===== src/rtl/otp_pkg.sv =====
package otp_pkg;
  typedef enum logic [2:0] {
    MD_STANDBY = 3'd0,
    MD_READ    = 3'd1,
    MD_DISABLE = 3'd2,
    MD_PROGRAM = 3'd3,
    MD_VERIFY  = 3'd4,
    MD_INHIBIT = 3'd5,
    MD_IDENT   = 3'd6
  } otp_mode_e;

  localparam logic [7:0] ID_MAKER  = 8'h8F;
  localparam logic [7:0] ID_DEVICE = 8'h85;
endpackage


===== src/rtl/otp_mode_decode.sv =====
module otp_mode_decode
  import otp_pkg::*;
#(
  parameter int AW = 8
) (
  input  logic [AW-1:0] addr,
  input  logic          ce_n,
  input  logic          oe_n,
  input  logic          vpp_hv,
  input  logic          a9_hv,
  input  logic          vcc_hi,
  output otp_mode_e     mode
);
  logic upper_zero;

  generate
    if (AW > 1) begin : g_upper
      assign upper_zero = (addr[AW-1:1] == '0);
    end else begin : g_single
      assign upper_zero = 1'b1;
    end
  endgenerate

  always_comb begin
    if (vpp_hv) begin
      mode = ce_n ? MD_INHIBIT : MD_PROGRAM;
    end else if (ce_n) begin
      mode = MD_STANDBY;
    end else if (oe_n) begin
      mode = MD_DISABLE;
    end else if (a9_hv && upper_zero) begin
      mode = MD_IDENT;
    end else if (vcc_hi) begin
      mode = MD_VERIFY;
    end else begin
      mode = MD_READ;
    end
  end
endmodule


===== src/rtl/otp_access_timer.sv =====
module otp_access_timer #(
  parameter int LIMIT = 6
) (
  input  logic clk,
  input  logic rst_n,
  input  logic hold,
  input  logic restart,
  output logic done
);
  localparam int CW = $clog2(LIMIT + 1);

  logic [CW-1:0] cnt_q, cnt_d;

  always_comb begin
    cnt_d = cnt_q;
    if (hold) begin
      cnt_d = '0;
    end else if (restart) begin
      cnt_d = CW'(1);
    end else if (cnt_q != CW'(LIMIT)) begin
      cnt_d = cnt_q + CW'(1);
    end
  end

  always_ff @(posedge clk or negedge rst_n) begin
    if (!rst_n) begin
      cnt_q <= '0;
    end else begin
      cnt_q <= cnt_d;
    end
  end

  assign done = (cnt_q == CW'(LIMIT));
endmodule


===== src/rtl/otp_cell_array.sv =====
module otp_cell_array #(
  parameter int DEPTH = 256,
  parameter int AW    = $clog2(DEPTH)
) (
  input  logic          clk,
  input  logic          rst_n,
  input  logic          erase,
  input  logic          wr_en,
  input  logic [AW-1:0] addr,
  input  logic [7:0]    wdata,
  output logic [7:0]    rdata
);
  logic [7:0] mem [DEPTH];

  always_ff @(posedge clk) begin
    if (erase) begin
      for (int i = 0; i < DEPTH; i++) begin
        mem[i] <= 8'hFF;
      end
    end else if (wr_en) begin
      mem[addr] <= mem[addr] & wdata;
    end
  end

  assign rdata = mem[addr];

  AST_ERASE_ONES: assert property (@(posedge clk) disable iff (!rst_n)
    erase |=> (mem[0] == 8'hFF && mem[DEPTH-1] == 8'hFF));

  AST_AND_ONLY: assert property (@(posedge clk) disable iff (!rst_n)
    (wr_en && !erase) |=> ((mem[$past(addr)] & ~$past(mem[addr])) == 8'h00));
endmodule


===== src/rtl/otp_mode_ctrl.sv =====
module otp_mode_ctrl
  import otp_pkg::*;
#(
  parameter int DEPTH = 256,
  parameter int T_ACC = 6,
  parameter int T_OE  = 2,
  parameter int AW    = $clog2(DEPTH)
) (
  input  logic          clk,
  input  logic          rst_n,
  input  logic [AW-1:0] addr,
  input  logic          ce_n,
  input  logic          oe_n,
  input  logic          vpp_hv,
  input  logic          a9_hv,
  input  logic          vcc_hi,
  input  logic          erase,
  input  logic [7:0]    din,
  output logic [7:0]    dout,
  output logic          dout_en,
  output logic [2:0]    mode
);
  otp_mode_e  md;
  logic [AW-1:0] addr_q;
  logic       ce_q;
  logic       acc_done, oe_done;
  logic       wr_stb, drive;
  logic [7:0] rdata, sel_data;

  otp_mode_decode #(.AW(AW)) u_decode (
    .addr(addr), .ce_n(ce_n), .oe_n(oe_n), .vpp_hv(vpp_hv),
    .a9_hv(a9_hv), .vcc_hi(vcc_hi), .mode(md)
  );

  always_ff @(posedge clk or negedge rst_n) begin
    if (!rst_n) begin
      addr_q <= '0;
      ce_q   <= 1'b1;
    end else begin
      addr_q <= addr;
      ce_q   <= ce_n;
    end
  end

  otp_access_timer #(.LIMIT(T_ACC)) u_acc_timer (
    .clk(clk), .rst_n(rst_n), .hold(ce_n),
    .restart(addr != addr_q), .done(acc_done)
  );

  otp_access_timer #(.LIMIT(T_OE)) u_oe_timer (
    .clk(clk), .rst_n(rst_n), .hold(oe_n),
    .restart(1'b0), .done(oe_done)
  );

  assign wr_stb = (md == MD_PROGRAM) && ce_q;

  otp_cell_array #(.DEPTH(DEPTH), .AW(AW)) u_array (
    .clk(clk), .rst_n(rst_n), .erase(erase), .wr_en(wr_stb),
    .addr(addr), .wdata(din), .rdata(rdata)
  );

  always_comb begin
    drive = (md == MD_READ) || (md == MD_VERIFY) || (md == MD_IDENT);
    if (md == MD_IDENT) begin
      sel_data = addr[0] ? ID_DEVICE : ID_MAKER;
    end else begin
      sel_data = rdata;
    end
  end

  assign dout_en = drive && acc_done && oe_done && (addr == addr_q);
  assign dout    = dout_en ? sel_data : 8'h00;
  assign mode    = md;

  AST_STANDBY_FLOAT: assert property (@(posedge clk) disable iff (!rst_n)
    ce_n |-> !dout_en);

  AST_HV_FLOAT: assert property (@(posedge clk) disable iff (!rst_n)
    vpp_hv |-> !dout_en);

  AST_OE_LATENCY: assert property (@(posedge clk) disable iff (!rst_n)
    $fell(oe_n) |-> !dout_en);

  AST_ONE_WRITE: assert property (@(posedge clk) disable iff (!rst_n)
    wr_stb |=> !wr_stb);
endmodule


===== config.mk =====
export PLATFORM = sky130hd
export DESIGN_NAME = otp_mode_ctrl
export DESIGN_NICKNAME = d
export VERILOG_FILES = /design/src/rtl/otp_pkg.sv /design/src/rtl/otp_mode_decode.sv /design/src/rtl/otp_access_timer.sv /design/src/rtl/otp_cell_array.sv /design/src/rtl/otp_mode_ctrl.sv
export SDC_FILE = /design/constraint.sdc
export NUM_CORES = 2
export LEC_CHECK = 0
export ABC_AREA = 1
export CAP_MARGIN = 30
export CORE_AREA = 2 2 439 441
export DETAILED_ROUTE_END_ITERATION = 8
export DIE_AREA = 0 0 441 443
export PLACE_DENSITY = 0.66
export REMOVE_ABC_BUFFERS = 1
export SETUP_SLACK_MARGIN = 0.5
export SYNTH_ARGS = -nofsm -noshare
export SYNTH_HDL_FRONTEND = slang
export SYNTH_HIERARCHICAL = 1
export SYNTH_SLANG_ARGS = --single-unit

===== constraint.sdc =====
create_clock -name clk -period 4 [get_ports clk]
set_input_delay 0.4 -clock clk [delete_from_list [all_inputs] [get_ports clk]]
set_output_delay 0.4 -clock clk [all_outputs]
set_load 0.02 [all_outputs]

==> results.sh <==
export IMPL_status="finished, final reports clean"
export IMPL_worst_slew_pin_transition_ns=0.994
export IMPL_finalWorstSetupSlack_ns=0.542
export IMPL_power_density_nw_per_um2=429
export IMPL_r2r_worst_path_cells=17
export IMPL_multi_input_area_um2=31600
export IMPL_worstPathArrival_ns=3.06
export IMPL_r2r_slack_ns=1.09
export IMPL_drive_gt1_share_pct=13.1
export IMPL_timing_rr_start="u_array/mem[51][3]"
export IMPL_n_fill_cell=16000
export IMPL_yosysSeqAreaShare_pct=64.0
export IMPL_path_class="reg2out"
export IMPL_via_per_inst=5.46
export IMPL_synth_distinct_cells=30
export IMPL_drc=0
export IMPL_hold_viol_final=0
export IMPL_async_reset_ff_share_pct=0.679
export IMPL_dr_total_vias=77400
export IMPL_place_inst=13700
export IMPL_synthFlopType="edfxtp_1"
export IMPL_fin_crit_ns=3.46
export IMPL_yosysWarnings=6
export IMPL_tritoncts="done"
export IMPL_p_clk_share_pct=39.5
export IMPL_switchingPower_mw=12.5
export IMPL_path_clk_slew_ns=0.06
export IMPL_cts_num_sinks=2062
export IMPL_antenna_found_initial=6
export IMPL_cts_buffers=211
export IMPL_combPwrFrac_pct=11.6
export IMPL_finalClockSkew_ns=0.0356
export IMPL_syn_area_um2=96700
export IMPL_crit_start="u_array/mem[36][7]"
export IMPL_die_height_um=443
export IMPL_cts_buffer_depth=3
export IMPL_critPathRequiredTime_ns=3.60
export IMPL_grt_overflow_total=0
export IMPL_dpl_cell_area_um2=107000
export IMPL_r2r_end="u_array/mem[65][3]"
export IMPL_grt_pass1_wl_um=450000
export IMPL_worstSkewPairLatency_ns=0.87
export IMPL_critPathMaxFanout=2
export IMPL_maxSlewViolCount=0
export IMPL_syn_avg_cell_area_um2=8.86
export IMPL_dr_pass1_iters=6
export IMPL_vdd_drop_max_mv=0.448
export IMPL_p_int_mw=36.6
export IMPL_p_sw_share_pct=25.5
export IMPL_drtIter0Drc=9658
export IMPL_die_area_um2=195000
export IMPL_endpoint_kind="output pin"
export IMPL_final_common_cell="nand2_1"
export IMPL_yosys_register_bits=2062
export IMPL_synth_edf_count=2048
export IMPL_cts_root_buf="clkbuf_16"
export IMPL_post_route_period_util_pct=86.4
export IMPL_slew_headroom_pct=33.6
export IMPL_setup_violations_final=0
export IMPL_whs_ns=0.0608
export IMPL_initial_utilization_pct=50.6
export IMPL_rsz0062_at_grt="true"
export IMPL_wire_per_inst_um=21.3
export IMPL_nets=11500
export IMPL_ant_nets=0
export IMPL_p_leak_nw=42.6
export IMPL_fp_row_count=161
export IMPL_p_total_mw=49.1
export IMPL_h_tree_depth=4
export IMPL_wl_um=301000
export IMPL_mostFrequentLayoutCells="6779 x nand2_1, 2048 x edfxtp_1, 794 x buf_4"
export IMPL_hpwlAfterDp_um=199000
export IMPL_grt_pass1_vias=74300
export IMPL_io_buffer_count=35
export IMPL_pin_count=36
export IMPL_ff_latch_area_um2=61900
export IMPL_dp_slack_ns=-0.300
export IMPL_finalInstanceArea_um2=115000
export IMPL_core_region_area_um2=191000
export IMPL_drv_cap=0
export IMPL_place_gp_congestion=0.950
export IMPL_endpoint="dout[7]"
export IMPL_synth_cells=10900
export IMPL_die_x_um=441
export IMPL_fin_cells=14200
export IMPL_hp_class="in2reg"
export IMPL_syn2layout_area_growth_pct=18.4
export IMPL_fmax_mhz=289
export IMPL_pwr_share_seq_pct=48.9
export IMPL_grt_start_max_net_pins=116
export IMPL_grt_usage_pct=30.5
export IMPL_startpoint_type="flop"
-- per-stage QoR --
step	util, %	setup TNS [ns]
2_1_floorplan	-	-
3_3_place_gp	55.8	-135.58
3_5_place_dp	55.9	-205.30
4_1_cts	59.6	0
5_1_grt	59.9	0
6_report	59.9	0
-- cell families after synthesis --
| kind of cell | count (synthesis) | synth area share, % |
|---|---|---|
| and+or+nand+nor | 7695 | 30.2 |
| DFF | 2062 | 64.0 |
| buffers and inverters | 813 | 3.98 |
| AOI/OAI and AO/OA | 336 | 1.78 |
| xor gates and xnor gates | 4 | 0.0362 |
| adders and majority gates | 3 | 0.0388 |
| other | 1 | 0.00388 |
-- flip-flops by register name, summed over array words and instances (netlist names) --
| name | cells |
|---|---|
| ce_q | 1 |
| u_array/mem | 2048 |
| addr_q | 8 |
| u_oe_timer/cnt_q | 2 |
| u_acc_timer/cnt_q | 3 |
-- cell type report --
cell class / count / share of cell area, %
well taps: 2526 / 2.76
clock buffers: 255 / 4.83
multi-input cells: 8039 / 27.6
inverters: 88 / 0.344
repair buffers: 1047 / 9.41
diodes: 3 / 0.00656
repair inverters: 1 / 0.00328
clock inverters: 140 / 1.04
flip-flops and latches: 2062 / 54.0
-- power groups by stage --
stage | Sequential [mW] | Clock, mW | Combinational [mW]
after floorplan | 24.5 | 0 | 2.84
after global placement | 24.5 | 0 | 5.38
after detailed placement | 24.5 | 0 | 5.42
after CTS | 24.0 | 19.6 | 5.53
after global routing | 24.0 | 20.4 | 6.06
final | 24.0 | 19.4 | 5.69
-- synth_stat cells, drive strengths merged (8+ instances only) --
library cell,n,area share (%)
nand2,6844,27
edfxtp,2048,64
nor2,642,2.5
clkbuf,411,1.6
buf,314,2.0
o21ai,300,1.6
nand3,196,1.0
inv,79,0.31
a21oi,35,0.18
dfrtp,13,0.34
clkinv,9,0.035
nand4,8,0.052
-- worst min path at each step --
stage                                end  slack [ns]  depth (start not counted)                  from
finish                         addr_q[3]        0.06                          2               addr[3]
global route                   addr_q[3]        0.02                          2               addr[3]
CTS                            addr_q[3]        0.01                          2               addr[3]
detailed placement  u_acc_timer/cnt_q[2]        0.55                          2  u_acc_timer/cnt_q[2]
global placement    u_acc_timer/cnt_q[2]        0.53                          2  u_acc_timer/cnt_q[2]
floorplan                      addr_q[0]        0.10                          0                 rst_n
-- worst max-delay path, stage by stage (launching register included) --
cell	delay [ns]
edfxtp_1	0.38
nand2_1	0.09
nand2_1	0.06
nand2_1	0.05
nand2_1	0.13
nand2_1	0.13
nand2_1	0.08
nor2_2	0.14
nor2_1	0.08
nor2_2	0.24
nand2_2	0.14
nand2_1	0.11
nand4_1	0.11
nor2_1	0.10
nor2_1	0.05
buf_4	0.15
buf_4	0.16
-- what timing repair did --
item | in CTS | in global routing
endpoints found under the setup margin | 9 | 9
cloned | 4 | 5
buffers inserted | 7 | 3
hold buffers | 3 | 0
gates resized for setup | 142 | 103
hold endpoints to repair | 7 | 0
pin swaps | 27 | 45
-- per-layer routing --
metal | routed length, um | share of wire (%) | vias up | GRT usage, %
li1 | - | - | 36000 | -
met3 | 29000 | 9.6 | 551 | 4.69
met4 | 13100 | 4.4 | 0 | 12.2
met2 | 139000 | 46 | 3778 | 48.0
met5 | 0 | 0 | - | 0
met1 | 120000 | 40 | 37100 | 42.5
Note: power is estimated with default switching activity, not from simulation.
